## config.mk

```make
export PLATFORM = sky130hd
export DESIGN_NAME = waitgen_top
export DESIGN_NICKNAME = d
export VERILOG_FILES = /design/src/rtl/ws_pkg.sv /design/src/rtl/ws_cfg_reg.sv /design/src/rtl/ws_field_sel.sv /design/src/rtl/ws_counter.sv /design/src/rtl/waitgen_top.sv
export SDC_FILE = /design/constraint.sdc
export NUM_CORES = 1
export LEC_CHECK = 0
export CAP_MARGIN = 20
export CORE_UTILIZATION = 40
export CTS_CLUSTER_SIZE = 8
export DETAILED_ROUTE_END_ITERATION = 6
export HOLD_SLACK_MARGIN = 0.15
export PLACE_DENSITY = 0.83
export SETUP_SLACK_MARGIN = 0.1
export SYNTH_ARGS = -nofsm -noshare
export SYNTH_HDL_FRONTEND = slang
export SYNTH_SLANG_ARGS = --single-unit
```

## constraint.sdc

```tcl
create_clock -name clk -period 5.65 [get_ports clk]
set_input_delay 1.13 -clock clk [delete_from_list [all_inputs] [get_ports clk]]
set_output_delay 1.13 -clock clk [all_outputs]
set_load 0.01 [all_outputs]
```

## src/rtl/ws_pkg.sv

```systemverilog
// Package: shared constants for the wait-state inserter.
// Assumes a 3-bit wait field per space and four fields in the register.
package ws_pkg;
    localparam int WAIT_W     = 3;
    localparam int NUM_FIELDS = 4;

    // Space codes on acc_space
    localparam logic [1:0] SP_DATA = 2'd0;
    localparam logic [1:0] SP_PROG = 2'd1;
    localparam logic [1:0] SP_IO   = 2'd2;

    // Field slots in the register, slot k occupies bits k*WAIT_W +: WAIT_W
    localparam int FLD_PLO  = 0;
    localparam int FLD_PHI  = 1;
    localparam int FLD_DATA = 2;
    localparam int FLD_IO   = 3;
endpackage

```

## src/rtl/ws_cfg_reg.sv

```systemverilog
// Module: configuration register holding the per-space wait counts.
// Decodes one address, resets all fields to all-ones, returns zero
// in the unused upper bits. Assumes DATA_W > NUM_FIELDS*WAIT_W.
module ws_cfg_reg #(
    parameter int          WAIT_W     = 3,
    parameter int          NUM_FIELDS = 4,
    parameter int          DATA_W     = 16,
    parameter int          ADDR_W     = 16,
    parameter logic [15:0] CFG_ADDR   = 16'hFFFC
) (
    input  logic                          clk,
    input  logic                          rst_n,
    input  logic                          wr_en,
    input  logic                          rd_en,
    input  logic [ADDR_W-1:0]             addr,
    input  logic [DATA_W-1:0]             wdata,
    output logic [DATA_W-1:0]             rdata,
    output logic [NUM_FIELDS*WAIT_W-1:0]  fields
);
    localparam int CFG_W = NUM_FIELDS * WAIT_W;

    logic [CFG_W-1:0] cfg;
    logic             hit;
    logic             rsv_unused;

    // Address match for the single register
    assign hit = (addr == CFG_ADDR[ADDR_W-1:0]);

    // Reserved write bits are dropped
    assign rsv_unused = ^wdata[DATA_W-1:CFG_W];

    // Register update: slowest setting on reset, load on a decoded write
    always_ff @(posedge clk) begin
        if (!rst_n) begin
            cfg <= '1;
        end else if (wr_en && hit) begin
            cfg <= wdata[CFG_W-1:0];
        end
    end

    // Read path: zero-extended register when selected, zero otherwise
    always_comb begin
        rdata = '0;
        if (rd_en && hit) begin
            rdata = {{(DATA_W-CFG_W){1'b0}}, cfg};
        end
    end

    assign fields = cfg;

    assert_write_lands_R7: assert property (@(posedge clk) disable iff (!rst_n)
        (wr_en && hit) |=> (fields == $past(wdata[CFG_W-1:0])));

    assert_rsv_zero_R3: assert property (@(posedge clk) disable iff (!rst_n)
        rdata[DATA_W-1:CFG_W] == '0);

    assert_no_stray_write_R7: assert property (@(posedge clk) disable iff (!rst_n)
        !(wr_en && hit) |=> $stable(fields));
endmodule

```

## src/rtl/ws_field_sel.sv

```systemverilog
// Module: picks the wait count for the space of the current access.
// Program space uses the address MSB to choose the upper or lower field.
// Assumes an unused space code behaves like I/O.
module ws_field_sel #(
    parameter int WAIT_W     = 3,
    parameter int NUM_FIELDS = 4
) (
    input  logic [NUM_FIELDS*WAIT_W-1:0] fields,
    input  logic [1:0]                   space,
    input  logic                         addr_msb,
    output logic [WAIT_W-1:0]            wait_cnt
);
    import ws_pkg::*;

    logic [WAIT_W-1:0] fld [NUM_FIELDS];

    // Unpack the flat register into one entry per field
    for (genvar k = 0; k < NUM_FIELDS; k++) begin : g_unpack
        assign fld[k] = fields[k*WAIT_W +: WAIT_W];
    end

    // Space multiplexer
    always_comb begin
        case (space)
            SP_DATA: wait_cnt = fld[FLD_DATA];
            SP_PROG: wait_cnt = addr_msb ? fld[FLD_PHI] : fld[FLD_PLO];
            default: wait_cnt = fld[FLD_IO];
        endcase
    end
endmodule

```

## src/rtl/ws_counter.sv

```systemverilog
// Module: per-access wait counter with READY stretching.
// Latches the count on a start while idle, counts it down, then waits for
// ext_ready. Starts that arrive while busy are ignored.
module ws_counter #(
    parameter int WAIT_W = 3
) (
    input  logic              clk,
    input  logic              rst_n,
    input  logic              start,
    input  logic [WAIT_W-1:0] wait_in,
    input  logic              ext_ready,
    output logic              bus_ready
);
    logic              busy;
    logic [WAIT_W-1:0] remain;
    logic              expired;

    // Completion condition for the start cycle or a running access
    always_comb begin
        expired   = busy ? (remain == '0) : (wait_in == '0);
        bus_ready = (busy || start) && expired && ext_ready;
    end

    // Access state: load on start, count down, release on READY
    always_ff @(posedge clk) begin
        if (!rst_n) begin
            busy   <= 1'b0;
            remain <= '0;
        end else if (!busy) begin
            if (start && !((wait_in == '0) && ext_ready)) begin
                busy   <= 1'b1;
                remain <= (wait_in == '0) ? '0 : wait_in - 1'b1;
            end
        end else if (remain != '0) begin
            remain <= remain - 1'b1;
        end else if (ext_ready) begin
            busy <= 1'b0;
        end
    end

    assert_count_steps_R5: assert property (@(posedge clk) disable iff (!rst_n)
        (busy && remain != '0) |=> (busy && remain == $past(remain) - 1'b1));

    assert_ready_needs_line_R6: assert property (@(posedge clk) disable iff (!rst_n)
        bus_ready |-> ext_ready);

    assert_stretch_holds_R6: assert property (@(posedge clk) disable iff (!rst_n)
        (busy && remain == '0 && !ext_ready) |=> busy);

    assert_no_restart_R9: assert property (@(posedge clk) disable iff (!rst_n)
        (busy && start && remain != '0) |=> (remain == $past(remain) - 1'b1));
endmodule

```

## src/rtl/waitgen_top.sv

```systemverilog
// Module: top of the per-space wait-state inserter.
// Joins the configuration register, the space selector and the counter.
// Assumes the core holds acc_space and acc_addr_msb valid in the start cycle.
module waitgen_top #(
    parameter int          DATA_W   = 16,
    parameter int          ADDR_W   = 16,
    parameter logic [15:0] CFG_ADDR = 16'hFFFC
) (
    input  logic              clk,
    input  logic              rst_n,
    input  logic              acc_start,
    input  logic [1:0]        acc_space,
    input  logic              acc_addr_msb,
    input  logic              ext_ready,
    output logic              bus_ready,
    input  logic              reg_wr_en,
    input  logic              reg_rd_en,
    input  logic [ADDR_W-1:0] reg_addr,
    input  logic [DATA_W-1:0] reg_wdata,
    output logic [DATA_W-1:0] reg_rdata
);
    import ws_pkg::*;

    localparam int CFG_W = NUM_FIELDS * WAIT_W;

    logic [CFG_W-1:0]  fields;
    logic [WAIT_W-1:0] wait_cnt;

    ws_cfg_reg #(
        .WAIT_W(WAIT_W), .NUM_FIELDS(NUM_FIELDS),
        .DATA_W(DATA_W), .ADDR_W(ADDR_W), .CFG_ADDR(CFG_ADDR)
    ) u_cfg (
        .clk(clk), .rst_n(rst_n), .wr_en(reg_wr_en), .rd_en(reg_rd_en),
        .addr(reg_addr), .wdata(reg_wdata), .rdata(reg_rdata), .fields(fields)
    );

    ws_field_sel #(.WAIT_W(WAIT_W), .NUM_FIELDS(NUM_FIELDS)) u_sel (
        .fields(fields), .space(acc_space), .addr_msb(acc_addr_msb),
        .wait_cnt(wait_cnt)
    );

    ws_counter #(.WAIT_W(WAIT_W)) u_cnt (
        .clk(clk), .rst_n(rst_n), .start(acc_start), .wait_in(wait_cnt),
        .ext_ready(ext_ready), .bus_ready(bus_ready)
    );

    assert_zero_wait_R1: assert property (@(posedge clk) disable iff (!rst_n)
        (acc_start && ext_ready && wait_cnt == '0 && !$past(acc_start && !bus_ready))
        |-> bus_ready);
endmodule

```

==> results.md <==
- The flow ran to the end, and the final reports show no timing, DRC or antenna violations.
- STA classifies the critical path startpoint as a primary input.
- The die is between 50 and 60 µm tall.
- The longest clock path from root to sink contains 2 buffers.
- The worst reg-to-reg setup slack is around 3500 ps.
- The post-CTS setup-driven buffer insertion count is 0.
- In the global route stage, overall resource usage came out at 0.230.
- The count of distinct cell types in the synthesized netlist is 30.
- For this design the ratio of total power to cell area is around 170 nW/µm².
- Counting the fill cells in the layout gives about 210.
- The count of endpoints failing hold in the final timing report was 0.
- The launching point of the worst reg2reg path is u_cfg.fields[7]$_SDFFE_PN1P_.
- The number of violations of the max-capacitance limit is 0.
- Headroom to the max-slew limit came out at 0.666.
- The critical setup path kind is primary input to output port.
- In this run the worst path has a maximum fanout of 7.
- The final net count is between 200 and 250.
- After synthesis, the cell types taking the most area are sky130_fd_sc_hd__dfxtp_1 30%, sky130_fd_sc_hd__o211ai_1 10%, sky130_fd_sc_hd__and3_1 7.1%, sky130_fd_sc_hd__inv_1 6.4%, sky130_fd_sc_hd__nand3_1 6.2%.
- The total number of H-tree levels is 1.
- The first-pass GRT wire length is 4660 µm.
- Among all flip-flop cells after synthesis, the most frequent one is sky130_fd_sc_hd__dfxtp_1.
- For this configuration, the core starts out at a cell density of 0.425.
- The HPWL reported at the end of detailed placement is roughly 2300 µm.
- The fraction of final layout cells sized beyond drive strength 1 is 0.0449.
- The worst register-to-register path ends at u_cnt.remain[1]$_SDFFE_PN0P_.
- The synthesized design contains 16 register bits.
- The kind of end point of the critical path is an output port.
- In this run the mean area of a mapped cell was around 8 µm².
- For the pin with the worst max-slew slack, the measured transition is around 500 ps.
- In this run the cell area of the synthesized design comes to between 1000 and 1500 µm².
- Setup repair after global routing left no endpoint under its margin.
- In the final layout, flip-flops and latches occupy roughly 320 µm².
- At the later pin of the worst-skew pair, clock insertion delay measures about 290 ps.
- The cell with the most instances after synthesis is sky130_fd_sc_hd__inv_1.
- The count of pins over their slew limit is 0.
- The number of nets with antenna violations after detailed routing is 0.
- The via count of the first global-routing pass is roughly 1200.
- The CTS buffer count is 3.
- In this run, synthesis inferred 0 flip-flops with an integrated enable.
- The fraction of post-synthesis cell area in the top cell type by area is 0.304.
- Along the worst hold path, the cell count comes to 2.
- In the synthesized netlist the async set-or-reset flop fraction comes to 0.
- The synthesized design spends more area on one cell type than any other, namely sky130_fd_sc_hd__dfxtp_1.
- The path with the worst hold slack has its endpoint at u_cnt.remain[2]$_SDFFE_PN0P_.
- The count of cells in the finished layout, fillers not included, comes to 208.
- The worst path arrival time is around 3400 ps.
- The tree is rooted in a sky130_fd_sc_hd__clkbuf_4.
- Dividing the final minimum period by the clock period gives 0.796.
- In this run the count of I/O pins placed on the die edge is between 50 and 60.
- The die covers ~2800 µm².
- Synthesis produced around 130 cells.
- The static leakage power is ~0.00074 µW.
- After synthesis, the most frequently instantiated cells are 18 x sky130_fd_sc_hd__inv_1, 16 x sky130_fd_sc_hd__dfxtp_1, 14 x sky130_fd_sc_hd__o211ai_1, 13 x sky130_fd_sc_hd__nand3_1, 12 x sky130_fd_sc_hd__and3_1.
- The core region is between 2000 and 2500 µm².
- At the worst endpoint, the required time is roughly 4500 ps.
- The relative area change from synthesis to final layout is 49.1%.
- The routed design could run at a clock period as short as ~4500 ps.
- The maximum clock frequency is around 220 MHz.
- For this run, design rule violations remaining after detail routing come to 0.
- The depth of the worst register-to-register path is 8.
- The setup violation total in the final timing report is 0.
- The clock slew seen by the registers of the worst setup and hold paths is 100 ps.
- The worst-case IR drop observed on VDD is about 0.11 mV.
- The floorplan has 18 rows.
- The initial antenna violation count is 0.
- The clock sink count is 16.
- The antenna diode count is 0.
- Dividing the detail-routed via count by the number of cells gives roughly 5.4.
- The post-cts resize count is 0.
- The pre-antenna-repair detailed-routing pass consisted of 6 iterations.
- In this run the tool buffered the top-level ports with between 40 and 50 buffer cells.
- At the end of the flow the core is filled with cells to 0.634.
- The number of hold buffers added after CTS was 0.
- In this run, placement finished with an instance count of roughly 200.
- The maximum number of pins on one net before global-route repair is 26.
- The count of synthesis-stage warnings from yosys is 0.
- After the first detailed-routing iteration, the DRC count stood at 30.
- The clock arrives with around 1.8 ps of skew.
- In this run the worst hold path is classified as flop to flop.
- The via count of the routed design is 1118.
- The global route total overflow is 0.
- Summed over all layers, the routed wires come to 2940 µm.
- TritonCTS built the clock tree.
- For this run, the register share of the synthesized area comes to 0.304.
- Measured along the x axis, the die boundary spans 53.3 µm.
- Dividing the detail-routed wire length by the instance count gives around 14 µm.
- In the final timing run, aggregate negative setup slack is 0 ps.
- The area taken by multi-input logic gates is roughly 610 µm².
- In this run the most critical hold path is launched from u_cnt.remain[2]$_SDFFE_PN0P_.
- The congestion estimate from routability-driven global placement came to approximately 0.76.
[sequential cells by signal, summed over array words and instances (netlist names)]
| name | flops |
|---|---|
| u_cfg.fields | 12 |
| u_cnt.busy | 1 |
| u_cnt.remain | 3 |
[through the flow]
stage / instance area [µm²] / hold WS (ps) / worst slack [ps] / power (µW)
finish: 1570 / 511 / 1150 / 260
detailed placement: 1530 / 492 / 1210 / 186
global route: 1570 / 522 / 1060 / 274
CTS: 1570 / 510 / 1180 / 262
global placement: 1530 / 477 / 1270 / 182
floorplan: 1060 / 454 / 2330 / 154
[power by group]
group / switching [µW] / internal [µW]
Sequential: 3.80 / 117
Combinational: 26.1 / 36.7
Clock: 37.8 / 39.3
Total: 67.7 / 193
[layout make-up]
class,instances,share of cell area
multi-input cells,90,0.389
repair buffers,50,0.317
flip-flops and latches,16,0.204
inverters,18,0.0430
well taps,30,0.0239
clock buffers,4,0.0231
[routing by layer]
layer | up-vias | GRT usage | share of wire
met5 | - | 0 | 0
met4 | 0 | 0.0746 | 0.012
met3 | 6 | 0.0460 | 0.036
met2 | 33 | 0.454 | 0.56
met1 | 534 | 0.233 | 0.39
li1 | 545 | - | -
[how the worst max path moves through the flow]
stage | end | start | cells past startpoint
3_3_place_gp | bus_ready | acc_space[1] | 9
3_5_place_dp | bus_ready | acc_space[1] | 9
4_1_cts | bus_ready | acc_space[1] | 9
2_1_floorplan | bus_ready | acc_space[1] | 7
5_1_grt | bus_ready | acc_space[1] | 9
6_report | bus_ready | acc_space[1] | 9
[layout by cell type (no fill, tap or decap), types with 3 or more instances in the layout]
cell type,instances
sky130_fd_sc_hd__nand2b_1,4
sky130_fd_sc_hd__nand2_1,8
sky130_fd_sc_hd__clkbuf_4,3
sky130_fd_sc_hd__and3_1,12
sky130_fd_sc_hd__nor2_1,3
sky130_fd_sc_hd__conb_1,4
sky130_fd_sc_hd__mux2i_1,5
sky130_fd_sc_hd__clkdlybuf4s50_1,49
sky130_fd_sc_hd__nand4_1,3
sky130_fd_sc_hd__nand3_1,13
sky130_fd_sc_hd__inv_1,18
sky130_fd_sc_hd__o211ai_1,14
sky130_fd_sc_hd__and2_1,3
sky130_fd_sc_hd__dfxtp_1,16
sky130_fd_sc_hd__ha_1,4
[kinds of logic (layout without fill, tap and decap cells)]
| group | Yosys count | count (layout) | synth area share |
|---|---|---|---|
| AOI/OAI and AO/OA | 23 | 23 | 0.165 |
| DFF | 16 | 16 | 0.304 |
| buffers and inverters | 29 | 72 | 0.127 |
| and+or+nand+nor | 54 | 54 | 0.305 |
| other | 1 | 4 | 0.00356 |
| muxes | 5 | 5 | 0.0475 |
| adders and majority gates | 4 | 4 | 0.0475 |
[worst max-delay path, cell delays in order]
cell,delay (ps)
sky130_fd_sc_hd__clkdlybuf4s50_1,530
sky130_fd_sc_hd__or3b_1,460
sky130_fd_sc_hd__o211ai_1,170
sky130_fd_sc_hd__nor2_1,110
sky130_fd_sc_hd__ha_1,220
sky130_fd_sc_hd__nand2_1,70
sky130_fd_sc_hd__mux2i_1,60
sky130_fd_sc_hd__and2_1,160
sky130_fd_sc_hd__clkdlybuf4s50_1,470
Power figures use the tool's default switching activity.
